File: src/rtl/i2c_amatch_pkg.sv
package i2c_amatch_pkg;
   localparam int ADDR_W = 10;
   localparam int BYTE_W = 8;
   localparam int MAX_SLOTS = 8;
   localparam logic [4:0] TEN_PREFIX = 5'b11110;
   localparam logic [BYTE_W-1:0] GCALL_BYTE = '0;
endpackage

File: src/rtl/amatch_slot.sv
module amatch_slot
   import i2c_amatch_pkg::*;
(
   input  logic              clk,
   input  logic              rst_n,
   input  logic              ten_bit_en,
   input  logic [ADDR_W-1:0] addr,
   input  logic [ADDR_W-1:0] mask,
   input  logic              byte_vld,
   input  logic [BYTE_W-1:0] rx_byte,
   input  logic              byte_is_first,
   input  logic              seq_clr,
   output logic              hit
);
   logic [ADDR_W-1:0] care;
   logic              slot_live;
   logic              armed_q;
   logic              arm_now;
   logic              hit7;
   logic              hit10;
   logic              take;

   assign care      = ~mask;
   assign slot_live = (addr != '0);
   assign take      = byte_vld && !seq_clr;

   // 7-bit compare: byte[7:1] vs addr[6:0]
   assign hit7 = byte_is_first && slot_live && (addr[9:7] == 3'b000) &&
                 (((rx_byte[7:1] ^ addr[6:0]) & care[6:0]) == '0);

   // 10-bit header byte: prefix plus AA vs addr[9:8]
   assign arm_now = byte_is_first && slot_live && (rx_byte[7:3] == TEN_PREFIX) &&
                    (((rx_byte[2:1] ^ addr[9:8]) & care[9:8]) == '0);

   // 10-bit low byte after an armed header
   assign hit10 = !byte_is_first && armed_q &&
                  (((rx_byte ^ addr[7:0]) & care[7:0]) == '0);

   assign hit = take && (ten_bit_en ? hit10 : hit7);

   always_ff @(posedge clk or negedge rst_n) begin
      if (!rst_n) begin
         armed_q <= 1'b0;
      end else if (seq_clr) begin
         armed_q <= 1'b0;
      end else if (byte_vld) begin
         armed_q <= ten_bit_en && arm_now;
      end
   end
endmodule

File: src/rtl/amatch_status.sv
module amatch_status #(
   parameter int NUM_ADDR = 2
) (
   input  logic                clk,
   input  logic                rst_n,
   input  logic [NUM_ADDR-1:0] slot_hit,
   input  logic                gc_now,
   input  logic                rw_now,
   input  logic                seq_clr,
   input  logic [NUM_ADDR-1:0] flag_clr,
   output logic                match_pulse,
   output logic [NUM_ADDR-1:0] match_id,
   output logic                gcall_hit,
   output logic                rw_bit,
   output logic [NUM_ADDR-1:0] hit_flags,
   output logic                slave_sel,
   output logic                slave_read
);
   logic any_hit;
   assign any_hit = (|slot_hit) || gc_now;

   always_ff @(posedge clk or negedge rst_n) begin
      if (!rst_n) begin
         match_pulse <= 1'b0;
         match_id    <= '0;
         gcall_hit   <= 1'b0;
         rw_bit      <= 1'b0;
      end else begin
         match_pulse <= any_hit;
         match_id    <= slot_hit;
         gcall_hit   <= gc_now;
         if (any_hit) begin
            rw_bit <= rw_now;
         end
      end
   end

   for (genvar i = 0; i < NUM_ADDR; i++) begin : g_flag
      always_ff @(posedge clk or negedge rst_n) begin
         if (!rst_n) begin
            hit_flags[i] <= 1'b0;
         end else if (slot_hit[i]) begin
            hit_flags[i] <= 1'b1;
         end else if (flag_clr[i]) begin
            hit_flags[i] <= 1'b0;
         end
      end
   end

   always_ff @(posedge clk or negedge rst_n) begin
      if (!rst_n) begin
         slave_sel  <= 1'b0;
         slave_read <= 1'b0;
      end else if (seq_clr) begin
         slave_sel  <= 1'b0;
         slave_read <= 1'b0;
      end else if (any_hit) begin
         slave_sel  <= 1'b1;
         slave_read <= rw_now;
      end
   end
endmodule

File: src/rtl/i2c_addr_match.sv
module i2c_addr_match
   import i2c_amatch_pkg::*;
#(
   parameter int NUM_ADDR = 2
) (
   input  logic                       clk,
   input  logic                       rst_n,
   input  logic                       byte_vld,
   input  logic [BYTE_W-1:0]          rx_byte,
   input  logic                       byte_is_first,
   input  logic                       bus_start,
   input  logic                       bus_stop,
   input  logic                       ten_bit_en,
   input  logic                       gcall_en,
   input  logic [NUM_ADDR*ADDR_W-1:0] addr_cfg,
   input  logic [NUM_ADDR*ADDR_W-1:0] mask_cfg,
   input  logic [NUM_ADDR-1:0]        flag_clr,
   output logic                       match_pulse,
   output logic [NUM_ADDR-1:0]        match_id,
   output logic                       gcall_hit,
   output logic                       rw_bit,
   output logic [NUM_ADDR-1:0]        hit_flags,
   output logic                       slave_sel,
   output logic                       slave_read
);
   if (NUM_ADDR < 1 || NUM_ADDR > MAX_SLOTS) begin : g_bad_cfg
      $error("i2c_addr_match: NUM_ADDR out of range");
   end

   logic                seq_clr;
   logic [NUM_ADDR-1:0] slot_hit;
   logic                gc_now;
   logic                rw_hdr_q;
   logic                rw_now;

   assign seq_clr = bus_start || bus_stop;

   for (genvar i = 0; i < NUM_ADDR; i++) begin : g_slot
      amatch_slot u_slot (
         .clk           (clk),
         .rst_n         (rst_n),
         .ten_bit_en    (ten_bit_en),
         .addr          (addr_cfg[i*ADDR_W +: ADDR_W]),
         .mask          (mask_cfg[i*ADDR_W +: ADDR_W]),
         .byte_vld      (byte_vld),
         .rx_byte       (rx_byte),
         .byte_is_first (byte_is_first),
         .seq_clr       (seq_clr),
         .hit           (slot_hit[i])
      );
   end

   assign gc_now = byte_vld && !seq_clr && gcall_en && byte_is_first &&
                   (rx_byte == GCALL_BYTE);

   // direction of a 10-bit transfer lives in the header byte
   always_ff @(posedge clk or negedge rst_n) begin
      if (!rst_n) begin
         rw_hdr_q <= 1'b0;
      end else if (byte_vld && byte_is_first && !seq_clr &&
                   rx_byte[7:3] == TEN_PREFIX) begin
         rw_hdr_q <= rx_byte[0];
      end
   end

   assign rw_now = (ten_bit_en && !byte_is_first) ? rw_hdr_q : rx_byte[0];

   amatch_status #(.NUM_ADDR(NUM_ADDR)) u_status (
      .clk         (clk),
      .rst_n       (rst_n),
      .slot_hit    (slot_hit),
      .gc_now      (gc_now),
      .rw_now      (rw_now),
      .seq_clr     (seq_clr),
      .flag_clr    (flag_clr),
      .match_pulse (match_pulse),
      .match_id    (match_id),
      .gcall_hit   (gcall_hit),
      .rw_bit      (rw_bit),
      .hit_flags   (hit_flags),
      .slave_sel   (slave_sel),
      .slave_read  (slave_read)
   );
endmodule

File: config.mk
export PLATFORM = sky130hd
export DESIGN_NAME = i2c_addr_match
export DESIGN_NICKNAME = d
export VERILOG_FILES = /design/src/rtl/i2c_amatch_pkg.sv /design/src/rtl/amatch_slot.sv /design/src/rtl/amatch_status.sv /design/src/rtl/i2c_addr_match.sv
export SDC_FILE = /design/constraint.sdc
export NUM_CORES = 1
export LEC_CHECK = 0
export ABC_CLOCK_PERIOD_IN_PS = 2200
export BUFFER_PORTS_ARGS = -buffer_cell sky130_fd_sc_hd__buf_4
export CAP_MARGIN = 10
export CORE_MARGIN = 5
export CORE_UTILIZATION = 40
export DETAILED_ROUTE_END_ITERATION = 8
export PLACE_DENSITY = 0.78
export SYNTH_ARGS = -nofsm -noshare
export SYNTH_HDL_FRONTEND = slang
export SYNTH_HIERARCHICAL = 1
export SYNTH_SLANG_ARGS = --single-unit
File: constraint.sdc
create_clock -name clk -period 2.2 [get_ports clk]
set_clock_uncertainty 0.05 [all_clocks]
set_input_delay 0.11 -clock clk [delete_from_list [all_inputs] [get_ports clk]]
set_output_delay 0.11 -clock clk [all_outputs]
set_load 0.005 [all_outputs]
Word level (Yosys, flattened, before mapping)
Index checks and enable logic that the tools add are counted.

operators by class
  $add $sub $neg = 0
  shift operators = 0
  reduce and logical (&&, ||, !) cells = 46
  equality and inequality tests = 1
  multipliers = 0
  bitwise logic cells = 14
  mux-type cells = 15
  div/mod/pow operators = 0
  magnitude comparators = 0

operators by type and width
  cell                                        number
  1-bit logical AND                           26
  8-bit zero test                             3
  10-bit NOT                                  2
  10-bit nonzero test                         2
  8-bit AND                                   2
  8-bit XOR                                   2
  1-bit two-way mux                           15
  7-bit AND                                   2
  7-bit zero test                             2
  7-bit XOR                                   2
  2-bit nonzero test                          4
  3-bit zero test                             2
  5-bit equality test, second input constant  1
  2-bit AND                                   2
  2-bit zero test                             2
  2-bit XOR                                   2
  1-bit zero test                             2
  1-bit logical OR                            2
  2-bit OR reduction                          1

storage, ports and cells
  memory bits (writable) = 0
  ROM bits = 0
  bits in latches = 0
  input port bits = 58
  memories = 0
  word-level logic and storage cells = 87
  bits in registers = 12

Longest topological paths before layout
Gate-level depths: netlist of the first run.

  word-level depth = 10
  gate-level depth with buffers = 7
  depth with buffers taken out = 7

By module
Netlist of the first run, hierarchy kept.

by module, submodules not included
  module          cells each  instances  area each (um2)  sequential area each (um2)
  amatch_slot     44          2          357.8            25.0
  amatch_status   21          1          295.3            225.2
  i2c_addr_match  12          1          110.1            25.0

Worst setup path before layout of the first run
OpenSTA, ideal clock, no wires.

  kind = input port to flip-flop
  start = in bus_stop
  end = reg u_status.rw_bit
  setup time = 0.138 ns
  path slack = 0.450 ns
  stages on the path = 7
  required time = 2.012 ns
  arrival time = 1.562 ns
  buffers on the path = 0
  path through = or2_4 nand3b_4 or3b_1 nor4_2 a22o_1 or3_1 o21ai_0

between the ends
  elaborated cells between the ends (all ways) = 10

RTL lines
  item                  RTL line              RTL
  start, declared       i2c_addr_match.sv:12  input logic bus_stop,
  1-bit logical OR      i2c_addr_match.sv:36  assign seq_clr = bus_start || bus_stop;
  1-bit zero test       amatch_slot.sv:25     assign take = byte_vld && !seq_clr;
  1-bit logical AND     amatch_slot.sv:25
  1-bit logical AND     amatch_slot.sv:39     assign hit = take && (ten_bit_en ? hit10 : hit7);
  via slot_hit[0]       i2c_addr_match.sv:31  logic [NUM_ADDR-1:0] slot_hit;
  2-bit OR reduction    amatch_status.sv:20   assign any_hit = (|slot_hit) || gc_now;
  1-bit logical OR      amatch_status.sv:20
  via u_status.any_hit  amatch_status.sv:19   logic any_hit;
  end signal, assigned  amatch_status.sv:33   rw_bit <= rw_now;
  end, declared         amatch_status.sv:14   output logic rw_bit,

The timed path passes the listed nets, and every way through them passes these cells.
A chain may end at the register's enable or synchronous reset.

Worst setup path in the final report of the first run
  start = in bus_stop
  end = reg u_status.rw_bit

between the ends
  elaborated cells between the ends (all ways) = 10

RTL lines
  item                  RTL line              RTL
  1-bit logical OR      i2c_addr_match.sv:36
  via seq_clr           i2c_addr_match.sv:30  logic seq_clr;
  1-bit zero test       amatch_slot.sv:25
  1-bit logical AND     amatch_slot.sv:25
  1-bit logical AND     amatch_slot.sv:39
  via slot_hit[0]       i2c_addr_match.sv:31
  2-bit OR reduction    amatch_status.sv:20
  1-bit logical OR      amatch_status.sv:20
  via u_status.any_hit  amatch_status.sv:19

The timed path passes the listed nets, and every way through them passes these cells.

==> flow_metrics.tcl, run 1 <==
set metrics [dict create \
    outcome "finished clean" \
    irDropWorstVdd_v 0.000477 \
    cp_max_fo 10 \
    flow.area_growth_from_synthesis_pct 52.5 \
    synth_async_sr_flop_share 1.00 \
    post_synth_mux_area_share 0.0201 \
    final_nets 252 \
    cts_setup_buffers 0 \
    rows 19 \
    slowest_delay_ns 0.39 \
    synth_enable_flop_cells 0 \
    slew_headroom 0.785 \
    synth.most_common_cell "xnor2_1" \
    clk_transition_reported_paths_ns 0.07 \
    p_per_area_mw_per_mm2 374 \
    cts-root-to-sink-buffers 2 \
    synth_ff_type "dfrtp_1" \
    clockRootBuffer "clkbuf_4" \
    cts_resized 0 \
    yosys.area_share.xor_xnor 0.266 \
    synthesis.yosys.warnings 6 \
    grt_antenna_before_repair 0 \
    timing_worst_setup_path_type "primary input to register" \
    critPathCaptureType "register" \
    total_drc_errors_in_the_routed_layout 0 \
    synthesis.area_per_instance_um2 9.27 \
    gp_congestion 0.882 \
    power_leakage_nw 0.758 \
    cpLargestDelayFamily "simple AND/OR/NAND/NOR gates" \
    drt_first_pass_iters 4 \
    clock_sinks 12 \
    fin_crit_sh 0.776 \
    h-tree-depth 1 \
    utilization 0.631 \
    drtAntennaViolNets 0 \
    grt_overflow_total 0 \
    hpwlAfterDp_um 2970 \
    post_synthesis_adder_cell_area_fraction 0 \
    synthDominantAreaCellType "dfrtp_1" \
    final.setup.tns_ns 0 \
    finalMaxSlewViolations 0 \
    synth_compound_gate_area_share 0.156 \
    finalSetupViolations 0 \
    critPathBufInv 1 \
    critical_path_cell_with_the_highest_stage_delay "or3b_1" \
    synthesis.instances 121 \
    cell_variety_after_synth 29 \
    synth.cell_area_mm2 0.00112 \
    synthSimpleGateAreaFrac 0.280 \
    worst_skew_pair.late_latency_ns 0.27 \
    synth_commonest_cells "xnor2_1, dfrtp_1, o22ai_1" \
    detail_route.wirelength_um 3430 \
    die-width_um 62.9 \
    biggest_area_contributors_in_the_synthesized_netlist "dfrtp_1, xnor2_1, o22ai_1" \
    groute.usage.overall 0.170 \
    holdBufCountCts 1 \
    maxClockFrequency_mhz 586 \
    core-area_mm2 0.00271 \
    tritoncts "done" \
    period_minus_slack_ns 1.71 \
    final-hold-violation-count 0 \
    drive_gt1_frac 0.420 \
    cp.arrival_ns 1.80 \
    required_arrival_time_at_the_worst_endpoint_ns 2.29 \
    die_area_mm2 0.00396 \
    pin_count_of_the_biggest_net_entering_global_routing 13 \
    io_pins 67 \
    grt_setup_unrepaired "false" \
    max_cap_viols 0 \
    vias_per_std_cell 5.54 \
    worst_slew_pin_slew_ns 0.320 \
    worstPathCellList "buf_4, or2_4, nand3b_4, or3b_1, nor4_2, a22o_1, or3_1, o21ai_0" \
    timing.hold.worst.class "primary input to register" \
    drt_iter0_drc 32 \
    r2r_slack_ns 0.52 \
    place.port_buffers 66 \
    synthDominantCellAreaShare 0.268 \
    synth_top_family_by_area "simple AND/OR/NAND/NOR gates" \
    routed-via-count 1240 \
    start_util 0.414 \
    antenna_cells 0 \
    syn-num-nets 179 \
    grt_pass1_wl_um 5590 \
    seq_area_frac_synth 0.268 \
    first_global_vias 1274 \
    wl_per_cell_um 15.3 \
    floorplan.die.height_um 62.9 \
    ys_ff_latch 12 \
    cp_startpoint_kind "primary input" \
    cts_inserted_buffers 3 \
]
kinds of logic after synthesis:
family,count (synthesis)
flops,12
buf+inv,3
compound gates,25
simple gates,45
mux,2
xor+xnor,34
worst paths after layout:
path                                     startpoint               endpoint  cells after the start
setup reg to reg           g_slot[1].u_slot/armed_q    u_status/slave_read                      5
hold reg to reg               u_status/hit_flags[1]  u_status/hit_flags[1]                      1
hold / removal                          flag_clr[1]  u_status/hit_flags[1]                      3
max in group asynchronous                     rst_n     u_status/slave_sel                      2
setup / recovery                           bus_stop        u_status/rw_bit                      8
min in group asynchronous                     rst_n   u_status/match_id[1]                      2
worst register-to-register path, stage by stage (launching register included):
cell     delay, ns
dfrtp_1       0.38
or3b_1        0.17
nor4_2        0.04
a22o_1        0.27
or4b_1        0.53
a21oi_1       0.16
metrics by stage:
step / cells / setup WS (ns) / cell area, um^2 / hold WS [ns] / power, mW
2_1_floorplan: 121 / 0.450 / 1120 / -0.236 / 0.329
3_3_place_gp: 219 / 0.254 / 1660 / -0.0975 / 0.464
3_5_place_dp: 219 / 0.201 / 1660 / -0.0953 / 0.471
4_1_cts: 224 / 0.491 / 1710 / 0.0491 / 0.646
5_1_grt: 224 / 0.392 / 1710 / 0.0416 / 0.683
6_report: 224 / 0.494 / 1710 / 0.0569 / 0.639
report_power, final:
part / internal [mW] / switching, mW
sequential: 0.223 / 0.00116
combinational: 0.136 / 0.107
clock: 0.101 / 0.0708
total: 0.460 / 0.179
cells in the final DEF, fill, tap and decap left out, drive strengths merged, types with 2 or more instances in the layout:
master,count
a21o,2
a22o,2
a31o,2
buf,67
clkbuf,4
dfrtp,12
inv,3
mux2,2
nand2,2
nand3,2
nand3b,2
nand4,3
nor2,7
nor2b,2
nor3,6
nor3b,4
nor4,10
o211ai,2
o221ai,2
o22ai,12
or3b,2
xnor2,34
layout make-up:
class,instances,area [um^2]
tap,31,38.8
sequential,12,300
inverter,3,11.3
multi-input combinational,106,810
clock buffer,4,36.3
timing repair buffer,68,513
fill,250,1000
registers in the layout (all words and copies together) (netlist names):
register,cells
u_status/slave_read,1
u_status/match_id,2
u_status/rw_bit,1
g_slot.u_slot/armed_q,2
rw_hdr_q,1
u_status/slave_sel,1
u_status/match_pulse,1
u_status/hit_flags,2
u_status/gcall_hit,1
layer usage:
metal | vias to the layer above | track usage | wire (um)
li1 | 603 | - | -
met4 | 0 | 0.0265 | 17
met3 | 2 | 0.0468 | 284
met1 | 582 | 0.206 | 1300
met2 | 53 | 0.301 | 1830
met5 | - | 0 | 0
Note: power is estimated with default switching activity, not from simulation.
==> run 2: changes to the inputs <==
ABC_CLOCK_PERIOD_IN_PS = 1710   (was 2200)
clock period = 1.71 ns   (was 2.2 ns; I/O delays follow)
==> flow_metrics.tcl, run 2 (same netlist as run 1, synthesis figures left out) <==
set metrics [dict create \
    outcome "finished clean" \
    final.setup.tns_ns 0 \
    groute.usage.overall 0.200 \
    antenna_cells 0 \
    tritoncts "done" \
    period_minus_slack_ns 1.64 \
    floorplan.die.height_um 62.9 \
    r2r_slack_ns 0.09 \
    drt_first_pass_iters 4 \
    holdPathStages 3 \
    filler_cells_inserted 236 \
    cp_startpoint_kind "primary input" \
    clock_sinks 12 \
    flow.area_growth_from_synthesis_pct 67.2 \
    power_leakage_nw 0.862 \
    place_ws_ns -0.193 \
    timing_worst_setup_path_type "primary input to register" \
    cts-root-to-sink-buffers 2 \
    grt_antenna_before_repair 0 \
    biggestRegsByFlops "g_slot.u_slot/armed_q: 2 flops, u_status/hit_flags: 2 flops, u_status/match_id: 2 flops" \
    drtAntennaViolNets 0 \
    timing.reg2reg.worst_path_depth 5 \
    vias_per_std_cell 5.59 \
    cts_setup_buffers 0 \
    timing.hold.worst.class "primary input to register" \
    drt_iter0_drc 50 \
    clockRootBuffer "clkbuf_4" \
    pin_count_of_the_biggest_net_entering_global_routing 13 \
    final_cell_area_mm2 0.00187 \
    slew_headroom 0.731 \
    timing.rr.start "g_slot[0].u_slot/armed_q" \
    sequential_cell_area_um2 300 \
    first_global_vias 1502 \
    critPathCaptureType "register" \
    total_drc_errors_in_the_routed_layout 0 \
    finalSetupViolations 0 \
    required_arrival_time_at_the_worst_endpoint_ns 1.79 \
    multi_input_area_um2 817 \
    hold_path_sink "u_status/hit_flags[0]" \
    finalWorstSetupSlack_ns 0.0723 \
    hpwlAfterDp_um 3270 \
    final_cell_mix "buf_4, xnor2_1, o22ai_1, dfrtp_1" \
    start_util 0.414 \
    worst_skew_pair.late_latency_ns 0.27 \
    routed-via-count 1369 \
    core-area_mm2 0.00271 \
    h-tree-depth 1 \
    cts_inserted_buffers 3 \
    dp.cells 240 \
    detail_route.wirelength_um 3890 \
    cp_max_fo 7 \
    grt_pass1_wl_um 6510 \
    final-hold-violation-count 0 \
    io_pins 67 \
    p_per_area_mw_per_mm2 458 \
    rows 19 \
    finalMaxSlewViolations 0 \
    final_nets 273 \
    rr_endpoint "u_status/slave_read" \
    drive_gt1_frac 0.486 \
    max_cap_viols 0 \
    irDropWorstVdd_v 0.000599 \
    die-width_um 62.9 \
    place.port_buffers 66 \
    detailed_place.area_mm2 0.00182 \
    grt_overflow_total 0 \
    mostFrequentLayoutCell "buf_4" \
    die_area_mm2 0.00396 \
    hold_path_startpoint "flag_clr[0]" \
    non_filler_cells_final 245 \
    gp_congestion 0.933 \
    maxClockFrequency_mhz 611 \
    total_power_uw 858 \
    fin_crit_sh 0.958 \
    cp.arrival_ns 1.72 \
    clk_transition_reported_paths_ns 0.08 \
    wl_per_cell_um 15.9 \
    worst_slew_pin_slew_ns 0.399 \
]
-- run 2: layer usage --
metal / track usage / routed length, um / vias to the layer above
met4: 0.0716 / 91 / 0
met5: 0 / 0 / -
met2: 0.363 / 2110 / 59
met1: 0.221 / 1410 / 649
li1: - / - / 649
met3: 0.0486 / 281 / 12
-- run 2: per-stage QoR --
step,utilization,hold slack (ns)
2_1_floorplan,-,-0.260
3_3_place_gp,0.672,-0.120
3_5_place_dp,0.672,-0.117
4_1_cts,0.689,0.0316
5_1_grt,0.692,0.0391
6_report,0.692,0.0342
-- run 2: power breakdown --
group          total [mW]  switching, mW  internal, mW  leakage (nW)
clock               0.224         0.0948         0.129        0.0210
sequential          0.288        0.00171         0.287         0.163
combinational       0.346          0.146         0.200         0.678
total               0.858          0.242         0.616         0.862
-- run 2: how the worst max path moves through the flow --
stage / start / to / depth (start not counted)
3_5_place_dp: bus_stop / u_status/rw_bit / 8
3_3_place_gp: bus_stop / u_status/slave_sel / 9
4_1_cts: g_slot[1].u_slot/armed_q / u_status/slave_read / 5
2_1_floorplan: bus_stop / u_status/rw_bit / 7
6_report: bus_stop / u_status/rw_bit / 8
5_1_grt: g_slot[1].u_slot/armed_q / u_status/rw_bit / 5
-- run 2: worst max-delay path, cell delays in order --
cell and delay [ns]:
buf_4 0.11, or2_4 0.27, nand3b_4 0.16, or3b_1 0.39
nor4_2 0.21, a22o_1 0.26, or3_1 0.16, o21ai_0 0.07
-- run 2: timing repair --
action                                 in CTS  in global routing
endpoints found under the hold margin      12                  0
resized for setup                           0                  2
setup endpoints to repair                   0                  1
hold buffers                                1                  0
-- run 2: final cells by class --
type,instances,area share
clock buffer,4,0.0194
sequential,12,0.160
tap,31,0.0207
timing repair buffer,89,0.358
inverter,3,0.00601
multi-input combinational,106,0.436
